--- src/rtl/irq_acq_pkg.sv ---
// Package: shared encodings and the per-line detection rule for the
// interrupt acquisition stage.
// Assumes: the mode and polarity bits arrive as plain vectors from a register block.
package irq_acq_pkg;

    typedef enum logic {
        TRIG_EDGE  = 1'b0,
        TRIG_LEVEL = 1'b1
    } trig_mode_e;

    typedef enum logic {
        POL_RISE = 1'b0,
        POL_FALL = 1'b1
    } edge_pol_e;

    // Decide whether one synchronized line shows an event this cycle.
    function automatic logic detect_bit(trig_mode_e mode, edge_pol_e pol,
                                        logic cur, logic old);
        logic hit;
        if (mode == TRIG_LEVEL) begin
            hit = cur;
        end else if (pol == POL_FALL) begin
            hit = old & ~cur;
        end else begin
            hit = cur & ~old;
        end
        return hit;
    endfunction

endpackage

--- src/rtl/irq_sync.sv ---
// Module: irq_sync
// Brings a vector of asynchronous lines into the clock domain through a
// chain of STAGES registers per bit.
// Assumes: each source holds a level for at least two clocks.
module irq_sync #(
    parameter int W      = 8,
    parameter int STAGES = 2
) (
    input  logic         clk,
    input  logic         rst_n,
    input  logic [W-1:0] d_in,
    output logic [W-1:0] q_out
);

    logic [W-1:0] chain [STAGES];

    generate
        for (genvar s = 0; s < STAGES; s++) begin : g_stage
            if (s == 0) begin : g_first
                // Capture the raw lines in the first stage.
                always_ff @(posedge clk) begin
                    if (!rst_n) chain[s] <= '0;
                    else        chain[s] <= d_in;
                end
            end else begin : g_next
                // Shift through the following stages.
                always_ff @(posedge clk) begin
                    if (!rst_n) chain[s] <= '0;
                    else        chain[s] <= chain[s-1];
                end
            end
        end
    endgenerate

    assign q_out = chain[STAGES-1];

endmodule

--- src/rtl/irq_detect.sv ---
// Module: irq_detect
// Per-line event detection. The synchronized value is compared with a
// registered copy of itself to find an edge, or is used directly as a level.
// Assumes: sync_in is already in the clk domain.
module irq_detect
    import irq_acq_pkg::*;
#(
    parameter int W = 8
) (
    input  logic         clk,
    input  logic         rst_n,
    input  logic [W-1:0] sync_in,
    input  logic [W-1:0] trig_level,
    input  logic [W-1:0] edge_fall,
    output logic [W-1:0] evt
);

    logic [W-1:0] prev_q;

    // Keep the last synchronized value for edge comparison.
    always_ff @(posedge clk) begin
        if (!rst_n) prev_q <= '0;
        else        prev_q <= sync_in;
    end

    generate
        for (genvar i = 0; i < W; i++) begin : g_line
            // Apply the selected detection rule to line i.
            always_comb begin
                evt[i] = detect_bit(trig_mode_e'(trig_level[i]),
                                    edge_pol_e'(edge_fall[i]),
                                    sync_in[i], prev_q[i]);
            end
        end
    endgenerate

endmodule

--- src/rtl/irq_pending.sv ---
// Module: irq_pending
// Pending bit per line. An event sets its bit, and an acknowledge of the
// matching index clears it. Setting wins over clearing. Bit 0 is held at zero.
// Assumes: ack_valid is a single-cycle strobe.
module irq_pending #(
    parameter int W     = 8,
    parameter int IDX_W = 3
) (
    input  logic             clk,
    input  logic             rst_n,
    input  logic [W-1:0]     evt,
    input  logic             ack_valid,
    input  logic [IDX_W-1:0] ack_idx,
    output logic [W-1:0]     pend
);

    logic [W-1:0] clr;

    generate
        for (genvar i = 0; i < W; i++) begin : g_bit
            // Decode the acknowledge index for line i.
            always_comb clr[i] = ack_valid && (ack_idx == IDX_W'(i));

            if (i == 0) begin : g_tied
                // Line 0 is never driven and stays inactive.
                always_ff @(posedge clk) pend[i] <= 1'b0;
            end else begin : g_live
                // Set on event, otherwise clear on acknowledge.
                always_ff @(posedge clk) begin
                    if (!rst_n)      pend[i] <= 1'b0;
                    else if (evt[i]) pend[i] <= 1'b1;
                    else if (clr[i]) pend[i] <= 1'b0;
                end
            end
        end
    endgenerate

endmodule

--- src/rtl/irq_acq_stage.sv ---
// Module: irq_acq_stage (top)
// Synchronizes, detects and latches N_IRQ interrupt lines, then ORs the
// enabled pending bits into one active-high request.
// Assumes: configuration inputs change only while the affected line is idle.
module irq_acq_stage #(
    parameter int N_IRQ       = 96,
    parameter int SYNC_STAGES = 2,
    localparam int IDX_W      = $clog2(N_IRQ)
) (
    input  logic             clk,
    input  logic             rst_n,
    input  logic [N_IRQ-1:0] irq_raw,
    input  logic [N_IRQ-1:0] trig_level,
    input  logic [N_IRQ-1:0] edge_fall,
    input  logic [N_IRQ-1:0] irq_en,
    input  logic             ack_valid,
    input  logic [IDX_W-1:0] ack_idx,
    output logic [N_IRQ-1:0] pend_o,
    output logic             irq_req
);

    logic [N_IRQ-1:0] raw_gated;
    logic [N_IRQ-1:0] sync_q;
    logic [N_IRQ-1:0] det_evt;

    // Tie line 0 inactive before it enters the synchronizer.
    always_comb begin
        raw_gated    = irq_raw;
        raw_gated[0] = 1'b0;
    end

    irq_sync #(.W(N_IRQ), .STAGES(SYNC_STAGES)) u_sync (
        .clk   (clk),
        .rst_n (rst_n),
        .d_in  (raw_gated),
        .q_out (sync_q)
    );

    irq_detect #(.W(N_IRQ)) u_detect (
        .clk        (clk),
        .rst_n      (rst_n),
        .sync_in    (sync_q),
        .trig_level (trig_level),
        .edge_fall  (edge_fall),
        .evt        (det_evt)
    );

    irq_pending #(.W(N_IRQ), .IDX_W(IDX_W)) u_pend (
        .clk       (clk),
        .rst_n     (rst_n),
        .evt       (det_evt),
        .ack_valid (ack_valid),
        .ack_idx   (ack_idx),
        .pend      (pend_o)
    );

    // Raise the request while any enabled line is pending.
    always_comb irq_req = |(pend_o & irq_en);

endmodule

--- config.mk ---
export PLATFORM = sky130hd
export DESIGN_NAME = irq_acq_stage
export DESIGN_NICKNAME = d
export VERILOG_FILES = /design/src/rtl/irq_acq_pkg.sv /design/src/rtl/irq_sync.sv /design/src/rtl/irq_detect.sv /design/src/rtl/irq_pending.sv /design/src/rtl/irq_acq_stage.sv
export SDC_FILE = /design/constraint.sdc
export NUM_CORES = 1
export LEC_CHECK = 0
export CORE_AREA = 4 4 189 191
export DETAILED_ROUTE_END_ITERATION = 12
export DIE_AREA = 0 0 193 195
export PLACE_DENSITY_LB_ADDON = 0.2
export SETUP_SLACK_MARGIN = 0.4
export SKIP_CTS_REPAIR_TIMING = 1
export SLEW_MARGIN = 20
export SYNTH_ARGS = -nofsm -noshare
export SYNTH_HDL_FRONTEND = slang
export SYNTH_HIERARCHICAL = 1
export SYNTH_SLANG_ARGS = --single-unit
--- constraint.sdc ---
create_clock -name clk -period 2.1 [get_ports clk]
set_input_delay 0.42 -clock clk [delete_from_list [all_inputs] [get_ports clk]]
set_output_delay 0.42 -clock clk [all_outputs]
set_load 0.1 [all_outputs]
==> implementation parameters <==
Parameter                              Value

Worst setup path
  Endpoint class of the critical path ... output pin
  Critical path class ... flop to output pin
  R2r worst-path depth ... 4
  Critical path data arrival time ... ~2.2 ns
  Biggest fanout along the worst timing path ... 2
  Critical path origin ... u_pend/pend[14]
  Reg2reg setup slack ... 0.87 ns
  End of the worst register-to-register path ... u_pend/pend[15]
  Worst r2r src ... u_sync/chain[1][15]
  CP startpoint kind ... flop
  Required time at the endpoint of the critical path ... 1.68 ns

Layout
  Final instance area ... 0.0216 mm^2
  Core Util, Final ... 63.3%
  Proportion of layout cells with a drive suffix above 1 ... 17.4%
  Commonest cells after routing, fill and taps aside ... clkdlybuf4s50_1, and2_1, dfxtp_1
  Area growth from synthesis to final layout ... 47.9%
  Commonest non-fill, non-tap cell in the layout ... clkdlybuf4s50_1
  Post-layout net count ... ~2,300

STA
  Setup clock skew after layout ... 0.00944 ns
  Final Cycle Share ... 127%
  Clock period minus worst slack ... 2.66 ns
  Worst Tran Pin Value ... 0.503 ns
  Worst setup margin ... -0.563 ns
  Final hold vios ... 0
  Headroom to the max-slew limit ... between 60% and 70%
  Peak clock frequency supported by timing ... 376 MHz
  Final number of setup-violating endpoints ... 1
  Final-report max-slew violation count ... 0
  Setup repair after global routing missed its margin ... true

Logic synthesis
  Netlist area before placement ... 0.0146 mm^2
  Mapped Cells ... 1,400
  Yosys Warn Count ... 6
  Synthesized netlist net count ... 1,794
  Average instance area after synthesis ... 10.4 um^2

Drt
  Average routed wire per standard cell ... 21.3 um
  Number of vias per cell after detailed routing ... 5.22
  Routed vias ... ~13,000
  Sum of routed wire length over all layers ... 51,400 um
  Number of violations reported at the end of detailed-routing iteration 0 ... 651
  Post-DRT Antenna Nets ... 0
  Remaining routing DRC violations ... 0
  First-pass detailed-route iteration total ... 5

Placement
  Standard cell area after detailed placement ... 0.0201 mm^2
  Port Buffer Count ... 486
  Detailed Place HPWL ... 40,300 um
  Weighted congestion reported at the end of routability-driven placement ... between 0.8 and 0.9

Hold path
  Worst hold endpoint ... u_sync/chain[1][94]
  Hold path cells ... 1
  HP Start ... u_sync/chain[0][94]
  Path class of the lowest-slack min-delay path ... flop to flop

Clock tree
  Maximum clock insertion buffer count ... 3
  Clk slew on worst S/H paths ... 0.06 ns
  Worst-Skew Late Latency ... slightly above 0.5 ns
  Number of clock sinks seen by CTS ... 380
  Number of H-tree levels ... 2
  TritonCTS Buffers ... 39
  CTS tree ... yes
  Clk root buf ... clkbuf_16

GRT
  Number of antenna violations at the first check in global routing ... 13
  Global routing usage on met3 ... 6.44%
  Number of global-route vias before repair ... 12,500
  GR Util met2 ... a little over two fifths
  Grt ovf ... 0
  Maximum number of pins on one net before global-route repair ... a little under 80
  Combined global-route utilization of all metal layers ... between 20 and 30%
  Met1 routing resource usage after global routing ... between 30% and 40%
  Busiest metal layer after global routing ... met2
  First-pass GRT wire length ... 73,600 um

Die
  Number of placement rows ... 68
  Chip Width ... 193 um
  Ports placed on the boundary ... ~490
  Total Die Area ... 0.0376 mm^2
  Vertical die dimension ... between 150 and 200 um
  Initial core utilization ... 42.8%
  Core box area ... between 0.03 and 0.04 mm^2

Power
  Leak Pwr ... 9.26 nW
  Total power per unit cell area ... 818 mW/mm^2
  Worst supply voltage drop on vdd ... 604 uV

Run status
  Status ... complete, but fails checks
  Violated checks ... setup timing

Run
  Number of maximum-capacitance violations ... 0
==> how the worst max path moves through the flow <==
stage,endpoint,slack (ns),depth (start not counted)
2_1_floorplan,irq_req,0.14,5
3_3_place_gp,irq_req,-0.78,8
3_5_place_dp,irq_req,-0.78,8
4_1_cts,irq_req,-0.87,7
5_1_grt,irq_req,-0.70,7
6_report,irq_req,-0.56,7
==> routing by layer <==
layer / wire length (um) / up-vias
met5: 51 / -
met4: 1860 / 8
met3: 4090 / 91
met2: 24600 / 447
met1: 20800 / 5995
li1: - / 6053
==> through the flow <==
stage	TNS, ns	power, W	hold slack [ns]	std cells	setup WS, ns
6_report	-0.563	0.0177	0.427	2413	-0.563
5_1_grt	-0.695	0.0182	0.439	2413	-0.695
4_1_cts	-0.865	0.0178	0.429	2404	-0.865
3_5_place_dp	-0.782	0.0106	0.415	2335	-0.782
3_3_place_gp	-0.783	0.0106	0.413	2335	-0.783
2_1_floorplan	0	0.00929	0.406	1400	0.136
==> critical path: stages (launching register included) <==
cell      delay [ns]
dfxtp_4         0.36
a22o_4          0.29
a221oi_4        0.21
nand4_1         0.24
buf_4           0.22
nor3_4          0.14
nand3_4         0.10
buf_12          0.17
==> layout make-up <==
| class | count | area (um^2) |
|---|---|---|
| Inverter | 95 | 357 |
| Clock inverter | 7 | 85.1 |
| Antenna cell | 9 | 22.5 |
| Timing Repair Buffer | 546 | 5270 |
| Fill cell | 2783 | 12500 |
| Multi-Input combinational cell | 859 | 6260 |
| Sequential cell | 380 | 7770 |
| Tap cell | 455 | 569 |
| Clock buffer | 62 | 1270 |
==> flip-flops by register name, indices dropped and copies added, names as in the netlist <==
register / cells
u_detect/prev_q: 95
u_pend/pend: 95
u_sync/chain: 190
==> where the power goes <==
part           switching (W)  internal [W]
Clock                0.00279       0.00438
Sequential          0.000247       0.00754
Combinational        0.00145       0.00127
Power figures use the tool's default switching activity.
